--- src/rtl/mac_pkg.sv ---
package mac_pkg;
  // Default geometry shared by the stream unit and its checker
  localparam int unsigned SAMPLE_W_DEF = 16;
  localparam int unsigned ACCUM_W_DEF  = 40;
  localparam int unsigned SHIFT_W_DEF  = 4;

  // Occupancy of a pipeline slot
  typedef enum logic {
    SLOT_IDLE = 1'b0,
    SLOT_FULL = 1'b1
  } slot_e;
endpackage

--- src/rtl/mac_issue.sv ---
module mac_issue (
  input  logic clk,
  input  logic rst_n,
  input  logic a_nempty,
  input  logic b_nempty,
  input  logic s1_ready,
  input  logic cfg_clear,
  output logic fire,
  output logic clr_take
);
  logic clr_pend;

  // An operation is accepted only with data on both sides and room in stage one
  assign fire     = rst_n & a_nempty & b_nempty & s1_ready;
  assign clr_take = cfg_clear | clr_pend;

  always_ff @(posedge clk or negedge rst_n) begin
    if (!rst_n) begin
      clr_pend <= 1'b0;
    end else if (fire) begin
      clr_pend <= 1'b0;
    end else if (cfg_clear) begin
      clr_pend <= 1'b1;
    end
  end
endmodule

--- src/rtl/mac_mul_stage.sv ---
module mac_mul_stage #(
  parameter int unsigned SAMPLE_W = mac_pkg::SAMPLE_W_DEF,
  parameter int unsigned SHIFT_W  = mac_pkg::SHIFT_W_DEF,
  localparam int unsigned PROD_W  = 2 * SAMPLE_W
) (
  input  logic                       clk,
  input  logic                       rst_n,
  input  logic                       fire,
  input  logic signed [SAMPLE_W-1:0] a_data,
  input  logic signed [SAMPLE_W-1:0] b_data,
  input  logic [SHIFT_W-1:0]         shift_in,
  input  logic                       clr_in,
  input  logic                       s2_ready,
  output logic                       s1_ready,
  output logic                       s1_vld,
  output logic signed [PROD_W-1:0]   s1_prod,
  output logic [SHIFT_W-1:0]         s1_shift,
  output logic                       s1_clr
);
  mac_pkg::slot_e slot_q;

  function automatic logic signed [PROD_W-1:0] mul_full(
    input logic signed [SAMPLE_W-1:0] x,
    input logic signed [SAMPLE_W-1:0] y
  );
    logic signed [PROD_W-1:0] xe, ye;
    xe = PROD_W'(x);
    ye = PROD_W'(y);
    return xe * ye;
  endfunction

  assign s1_vld   = (slot_q == mac_pkg::SLOT_FULL);
  assign s1_ready = !s1_vld || s2_ready;

  always_ff @(posedge clk or negedge rst_n) begin
    if (!rst_n) begin
      slot_q   <= mac_pkg::SLOT_IDLE;
      s1_prod  <= '0;
      s1_shift <= '0;
      s1_clr   <= 1'b0;
    end else if (s1_ready) begin
      slot_q <= fire ? mac_pkg::SLOT_FULL : mac_pkg::SLOT_IDLE;
      if (fire) begin
        s1_prod  <= mul_full(a_data, b_data);
        s1_shift <= shift_in;
        s1_clr   <= clr_in;
      end
    end
  end
endmodule

--- src/rtl/mac_acc_stage.sv ---
module mac_acc_stage #(
  parameter int unsigned SAMPLE_W = mac_pkg::SAMPLE_W_DEF,
  parameter int unsigned ACCUM_W  = mac_pkg::ACCUM_W_DEF,
  parameter int unsigned SHIFT_W  = mac_pkg::SHIFT_W_DEF,
  localparam int unsigned PROD_W  = 2 * SAMPLE_W,
  localparam int unsigned WIDE_W  = ACCUM_W + 1
) (
  input  logic                       clk,
  input  logic                       rst_n,
  input  logic                       s1_vld,
  input  logic signed [PROD_W-1:0]   s1_prod,
  input  logic [SHIFT_W-1:0]         s1_shift,
  input  logic                       s1_clr,
  input  logic                       out_full,
  output logic                       s2_ready,
  output logic                       s2_vld,
  output logic signed [SAMPLE_W-1:0] s2_res
);
  localparam logic signed [WIDE_W-1:0] MAX_V = WIDE_W'((1 << (SAMPLE_W - 1)) - 1);
  localparam logic signed [WIDE_W-1:0] MIN_V = -WIDE_W'(1 << (SAMPLE_W - 1));

  logic signed [ACCUM_W-1:0] acc_q;
  logic signed [ACCUM_W-1:0] acc_next;
  logic                      move;
  mac_pkg::slot_e            slot_q;

  // Half-up rounding, arithmetic shift, then clamp to the sample range
  function automatic logic signed [SAMPLE_W-1:0] round_sat(
    input logic signed [ACCUM_W-1:0] v,
    input logic [SHIFT_W-1:0]        sh
  );
    logic signed [WIDE_W-1:0] bias, sum, shd;
    bias = '0;
    if (sh != '0) bias[sh - 1'b1] = 1'b1;
    sum = WIDE_W'(v) + bias;
    shd = sum >>> sh;
    if (shd > MAX_V)      return MAX_V[SAMPLE_W-1:0];
    else if (shd < MIN_V) return MIN_V[SAMPLE_W-1:0];
    else                  return shd[SAMPLE_W-1:0];
  endfunction

  assign s2_vld   = (slot_q == mac_pkg::SLOT_FULL);
  assign s2_ready = !s2_vld || !out_full;
  assign move     = s1_vld && s2_ready;
  assign acc_next = (s1_clr ? '0 : acc_q) + ACCUM_W'(s1_prod);

  always_ff @(posedge clk or negedge rst_n) begin
    if (!rst_n) begin
      slot_q <= mac_pkg::SLOT_IDLE;
      acc_q  <= '0;
      s2_res <= '0;
    end else if (move) begin
      slot_q <= mac_pkg::SLOT_FULL;
      acc_q  <= acc_next;
      s2_res <= round_sat(acc_next, s1_shift);
    end else if (s2_ready) begin
      slot_q <= mac_pkg::SLOT_IDLE;
    end
  end
endmodule

--- src/rtl/mac_round_stream.sv ---
module mac_round_stream #(
  parameter int unsigned SAMPLE_W = mac_pkg::SAMPLE_W_DEF,
  parameter int unsigned ACCUM_W  = mac_pkg::ACCUM_W_DEF,
  parameter int unsigned SHIFT_W  = mac_pkg::SHIFT_W_DEF
) (
  input  logic                       clk,
  input  logic                       rst_n,
  input  logic                       a_nempty,
  input  logic signed [SAMPLE_W-1:0] a_data,
  output logic                       a_pop,
  input  logic                       b_nempty,
  input  logic signed [SAMPLE_W-1:0] b_data,
  output logic                       b_pop,
  input  logic [SHIFT_W-1:0]         cfg_shift,
  input  logic                       cfg_clear,
  input  logic                       out_full,
  output logic                       out_push,
  output logic signed [SAMPLE_W-1:0] out_data
);
  localparam int unsigned PROD_W = 2 * SAMPLE_W;

  // Named internal events, visible to the bound checker
  logic                     fire;
  logic                     clr_take;
  logic                     s1_ready;
  logic                     s1_vld;
  logic signed [PROD_W-1:0] s1_prod;
  logic [SHIFT_W-1:0]       s1_shift;
  logic                     s1_clr;
  logic                     s2_ready;
  logic                     s2_vld;

  mac_issue u_issue (
    .clk      (clk),
    .rst_n    (rst_n),
    .a_nempty (a_nempty),
    .b_nempty (b_nempty),
    .s1_ready (s1_ready),
    .cfg_clear(cfg_clear),
    .fire     (fire),
    .clr_take (clr_take)
  );

  mac_mul_stage #(.SAMPLE_W(SAMPLE_W), .SHIFT_W(SHIFT_W)) u_mul (
    .clk     (clk),
    .rst_n   (rst_n),
    .fire    (fire),
    .a_data  (a_data),
    .b_data  (b_data),
    .shift_in(cfg_shift),
    .clr_in  (clr_take),
    .s2_ready(s2_ready),
    .s1_ready(s1_ready),
    .s1_vld  (s1_vld),
    .s1_prod (s1_prod),
    .s1_shift(s1_shift),
    .s1_clr  (s1_clr)
  );

  mac_acc_stage #(.SAMPLE_W(SAMPLE_W), .ACCUM_W(ACCUM_W), .SHIFT_W(SHIFT_W)) u_acc (
    .clk     (clk),
    .rst_n   (rst_n),
    .s1_vld  (s1_vld),
    .s1_prod (s1_prod),
    .s1_shift(s1_shift),
    .s1_clr  (s1_clr),
    .out_full(out_full),
    .s2_ready(s2_ready),
    .s2_vld  (s2_vld),
    .s2_res  (out_data)
  );

  assign a_pop    = fire;
  assign b_pop    = fire;
  assign out_push = s2_vld && !out_full;
endmodule

--- config.mk ---
export PLATFORM = sky130hd
export DESIGN_NAME = mac_round_stream
export DESIGN_NICKNAME = d
export VERILOG_FILES = /design/src/rtl/mac_pkg.sv /design/src/rtl/mac_issue.sv /design/src/rtl/mac_mul_stage.sv /design/src/rtl/mac_acc_stage.sv /design/src/rtl/mac_round_stream.sv
export SDC_FILE = /design/constraint.sdc
export NUM_CORES = 1
export LEC_CHECK = 0
export BUFFER_PORTS_ARGS = -buffer_cell sky130_fd_sc_hd__buf_4
export CORE_UTILIZATION = 25
export CTS_BUF_LIST = sky130_fd_sc_hd__clkbuf_4 sky130_fd_sc_hd__clkbuf_8 sky130_fd_sc_hd__clkbuf_16
export DETAILED_ROUTE_END_ITERATION = 10
export SLEW_MARGIN = 20
export SYNTH_ARGS = -nofsm -noshare
export SYNTH_HDL_FRONTEND = slang
export SYNTH_SLANG_ARGS = --single-unit
export TNS_END_PERCENT = 30
--- constraint.sdc ---
create_clock -name clk -period 19.6 [get_ports clk]
set_clock_uncertainty 0.05 [all_clocks]
set_input_delay 3.92 -clock clk [delete_from_list [all_inputs] [get_ports clk]]
set_output_delay 3.92 -clock clk [all_outputs]
set_load 0.01 [all_outputs]
# After elaboration in Yosys (flattened, before gate mapping)
# Index checks and enable logic that the tools add are counted.
[totals]
reg_bits = 96
word_cells = 45
[op_classes]
addsub = 3
multipliers = 1
magnitude_cmp = 4
shift = 1
n_mux = 12
bitwise = 4
reduce_logical = 12
[ops]
columns = ["op", "n"]
rows = [
  ["2-to-1 mux 16 bit", 3],
  ["adder 40 x 41 -> 41 bit", 1],
  ["greater-than comparator 41 x 16 -> 1 bit, second input constant", 1],
  ["less-than comparator 41 x 16 -> 1 bit, second input constant", 1],
  ["2-to-1 mux 41 bit", 1],
  [">>> shifter 41 x 4 -> 41 bit", 1],
  ["adder 40 bit", 1],
  ["2-to-1 mux 40 bit", 1],
  ["multiplier 16 x 16 -> 32 bit", 1],
  ["less-than comparator 4 x 7 -> 1 bit, second input constant", 1],
  ["2-to-1 mux 1 bit", 6],
  ["demux 1 bit (select 4 bit)", 1],
  ["greater-or-equal comparator 4 x 1 -> 1 bit, second input constant", 1],
  ["nonzero test 2 bit", 2],
  ["nonzero test 4 bit", 1],
  ["subtractor 4 x 1 -> 4 bit, second input constant", 1],
  ["bitwise AND 1 bit", 3],
  ["logical AND 1 bit", 3],
  ["zero test 1 bit", 3],
  ["logical OR 1 bit", 2],
  ["AND reduction 2 bit", 1],
  ["bitwise OR 1 bit", 1],
]

# Depth between registers and ports, before layout
[depth]
depth_word = 12
mapped_depth = 29
ltp_nobuf = 27

# Hierarchy
# From an unflattened synthesis, not the netlist that was laid out.
[hier_totals]
cells_unflattened = 2554
hier_area_um2 = 20594.8
[by_module_without_submodules]
columns = ["module", "instances", "cells_per_inst", "area_per_inst_um2", "seq_area_each_um2"]
rows = [
  ["mac_mul_stage", 1, 1270, 11442.2, 950.9],
  ["mac_acc_stage", 1, 1278, 9075.0, 1426.4],
  ["mac_issue", 1, 4, 56.3, 25.0],
  ["mac_round_stream", 1, 2, 21.3, 0.0],
]

# Worst setup path before layout
# Ideal clock, no wire load.
[synth_timing]
path_kind = "input port to flip-flop"
from = "in a_data[5]"
to = "reg u_mul.s1_prod[30]"
setup_time_ps = 134
t_arrival_ps = 10047
setup_slack_ps = 9369
stages = 23
path_buffers = 1
path_cell_list = "clkbuf_1 > nand2_1 > fa_1 > inv_1 > fa_1 > inv_1 > fa_1 > fa_1 > inv_1 > fa_1 > fa_1 > ha_1 > nand2_1 > o21ai_0 > o41ai_1 > o211a_1 > a211oi_1 > a41o_1 > o41ai_1 > o211ai_1 > a31oi_1 > xor2_1 > o21ai_0"
[synth_via]
elab_chain_len = 1
[synth_lines]
columns = ["item", "line_no", "rtl"]
rows = [
  ["from (decl)", "mac_round_stream.sv:9", "input logic signed [SAMPLE_W-1:0] a_data,"],
  ["multiplier 16 x 16 -> 32 bit", "mac_mul_stage.sv:29", "return xe * ye;"],
  ["to (signal assigned)", "mac_mul_stage.sv:44", "s1_prod <= mul_full(a_data, b_data);"],
  ["to (decl)", "mac_mul_stage.sv:16", "output logic signed [PROD_W-1:0] s1_prod,"],
]
# No other way between the ends.
# A chain may end at the register's enable or synchronous reset.

# Worst setup path in the final report
[layout_timing]
from = "in b_data[6]"
to = "reg u_mul.s1_prod[30]"
[layout_via]
elab_chain_len = 1
[layout_lines]
columns = ["item", "line_no", "rtl"]
rows = [
  ["from (decl)", "mac_round_stream.sv:12", "input logic signed [SAMPLE_W-1:0] b_data,"],
  ["multiplier 16 x 16 -> 32 bit", "mac_mul_stage.sv:29", ""],
]
# No other way between the ends.

==> results.py <==
metrics = {
    "status": {
        "status": "finished clean",
    },
    "sta": {
        "fmax_mhz": 96.6,
        "fin_setup_tns_ps": 0,
        "period_share_pct": 52.8,
        "fin_crit_ps": 10350,
        "hold_viol": 0,
        "setup_viol": 0,
        "rsz0062_at_grt": "false",
        "worst_pin_slew_ps": 1060,
        "slew_violations": 0,
        "slew_headroom_pct": 28.8,
    },
    "die": {
        "dieArea_um2": 83400,
        "io_pins": 61,
        "row_count": 104,
        "start_util_pct": 25.4,
        "die_y_um": 289,
        "core_area_um2": 80900,
        "die_width_um": 289,
    },
    "clock_tree": {
        "post_cts.repair.setup_buffers": 0,
        "insertion_delay_ps": 390,
        "cts_resized": 0,
        "cts_buffer_depth": 2,
        "hold_buffers": 0,
        "path_clk_slew_ps": 80,
        "cts.sinks": 96,
        "root_buffer": "clkbuf_16",
        "htreeDepth": 3,
        "cts_buffers": 9,
        "cts_tree": "yes",
    },
    "critical_path": {
        "cpMaxStageDelayCell": "o41ai_1",
        "start_kind": "input port",
        "crit_required_ps": 19790,
        "cp-end-kind": "register",
        "cpLargestDelayFamily": "adder cells",
        "cp.arrival_ps": 10540,
        "cp_num_buf_inv": 5,
        "ff2ff_setup_slack_ps": 11420,
        "max_stage_delay_ps": 650,
        "setup.worst_path.class": "input port to register",
        "crit_path_max_fanout": 16,
        "cp_common_cell": "fa_1",
    },
    "final_layout": {
        "area_growth_pct": 8.28,
        "num_antenna_cells": 0,
        "layout-drive-gt1-share_pct": 7.77,
        "nNetsFinal": 2871,
        "num-fill-cells": 8744,
    },
    "grt": {
        "grt_pass1_vias": 16905,
        "antenna_found_initial": 0,
        "grt_usage_pct": 13.7,
        "grt_pass1_wl_um": 92300,
        "grt_overflow_total": 0,
        "grt_max_degree": 63,
    },
    "detailed_routing": {
        "drt-pass1-iter-count": 6,
        "drc_errors": 0,
        "drt-initial-drc-count": 1345,
        "routed_via_density": 4.95,
        "drt.antenna.violating_nets": 0,
        "wirelength_um": 56400,
        "wl_per_cell_um": 16.2,
        "vias": 17283,
    },
    "synth": {
        "ys_seq_area_share_pct": 11.7,
        "synth_seq_cells": 96,
        "syn-instance-count": 2457,
        "synthFlopType": "dfrtp_1",
        "syn-cell-area_um2": 20600,
        "synth-edff-count": 0,
        "avgSynthCellArea_um2": 8.37,
        "ys_async_sr_fraction_pct": 100,
        "ys_warn_count": 0,
        "ys_types": 101,
        "synth_nets": 2900,
    },
    "job": {
        "drv_cap": 0,
    },
    "place": {
        "gp_congestion": 0.866,
        "hpwlAfterDp_um": 44800,
        "io_buffers": 60,
    },
    "worst_hold_path": {
        "hold_class": "register to register",
    },
}
-- Yosys cell counts, types with 25 or more instances --
cell type  number  area (µm²)
nor2_1        153         574
and2_1        109         682
a21o_1         31         233
nand3_1        55         275
nand4_1        25         156
nand2b_1       29         181
clkbuf_1       80         300
a21oi_1        90         450
nor3_1         45         225
ha_1          137        1710
dfrtp_1        96        2400
o21ai_0       108         541
o211ai_1       26         195
mux2i_1        41         410
xnor2_1        60         526
nand2_1       332        1250
inv_1         298        1120
xor2_1         27         236
fa_1          264        5290
nor2b_1        50         313
-- logic make-up after synthesis --
kind of cell / count (synthesis) / share of synthesized area, %
AO/OA/AOI/OAI: 497 / 17.3
XOR/XNOR: 88 / 3.79
adder cells (fa/ha/maj): 401 / 34.1
buffers and inverters: 416 / 7.88
flip-flops: 96 / 11.7
multiplexers: 65 / 3.69
other: 1 / 0.0182
AND/OR/NAND/NOR: 893 / 21.6
-- cell usage in the layout, fill, tap and decap left out, types with 8 or more instances in the layout --
cell type and instances:
inv_1 297, a211o_1 14, o21ai_1 12, mux2_2 17, and2_1 109, mux2i_1 41
clkbuf_16 9, fa_1 264, a21o_1 31, nor4_1 12, o22ai_1 8, nand2_1 331
a21oi_1 90, nor2b_1 50, nand4_1 25, or2_2 9, o311ai_0 8, o21ai_0 108
or3_1 14, o32ai_2 8, o211a_1 9, and3_1 17, dfrtp_1 95, o21a_1 16
o21bai_1 14, o31ai_1 10, nor3_1 45, a211oi_1 19, nand3_1 55, xnor2_1 60
nor2_1 153, nand2b_1 28, xor2_1 27, buf_4 77, o211ai_1 26, ha_1 137
o32ai_1 11, a31oi_1 14
-- layer usage --
| metal | vias up | global-route usage, % | wire [µm] |
|---|---|---|---|
| met1 | 8443 | 21.0 | 28500 |
| met4 | 0 | 2.86 | 770 |
| li1 | 8265 | - | - |
| met3 | 54 | 1.92 | 3320 |
| met5 | - | 0 | 0 |
| met2 | 521 | 20.0 | 23800 |
-- per-stage QoR --
step | area, µm² | utilization (%) | hold WS [ps] | worst slack, ps | std cells
floorplan | 20600 | - | 388 | 9370 | 2457
global placement | 22000 | 27.1 | 403 | 8850 | 3477
detailed placement | 22000 | 27.1 | 406 | 8830 | 3477
CTS | 22300 | 27.5 | 429 | 9230 | 3493
global route | 22300 | 27.5 | 455 | 8740 | 3493
finish | 22300 | 27.5 | 427 | 9250 | 3493
-- layout make-up --
cell class                      count  area [µm²]  share of cell area (%)
Multi-Input combinational cell   1945       16500                    74.3
Sequential cell                    96        2400                    10.8
Tap cell                         1060        1330                    5.96
Inverter                          299        1120                    5.04
Timing Repair Buffer               77         578                    2.60
Clock buffer                        9         225                    1.01
Clock inverter                      7        65.1                   0.292
-- registers in the layout (all words and copies together), names as in the netlist --
signal            flops
u_mul.s1_prod        32
u_mul.s1_vld          1
u_acc.s2_res         16
u_mul.s1_clr          1
u_acc.s2_vld          1
u_acc.acc_q          40
u_mul.s1_shift        4
u_issue.clr_pend      1
-- final timing paths --
path | start | endpoint | cells past startpoint
setup / recovery | b_data[6] | u_mul.s1_prod[30] | 25
hold / removal | u_acc.acc_q[34] | u_acc.acc_q[34] | 2
setup reg to reg | u_mul.s1_shift[1] | u_acc.s2_res[3] | 23
hold reg to reg | u_acc.acc_q[34] | u_acc.acc_q[34] | 2
max in group asynchronous | rst_n | u_mul.s1_prod[1] | 3
min in group asynchronous | rst_n | u_acc.acc_q[39] | 2
-- worst min-delay path: stages (launching register included) --
cell	delay (ps)
dfrtp_1	340
nand2_1	40
o21ai_0	60
Power is left out: the tool's default activity adds up to more than one toggle a clock period on the data nets, which glitch-free logic cannot reach.
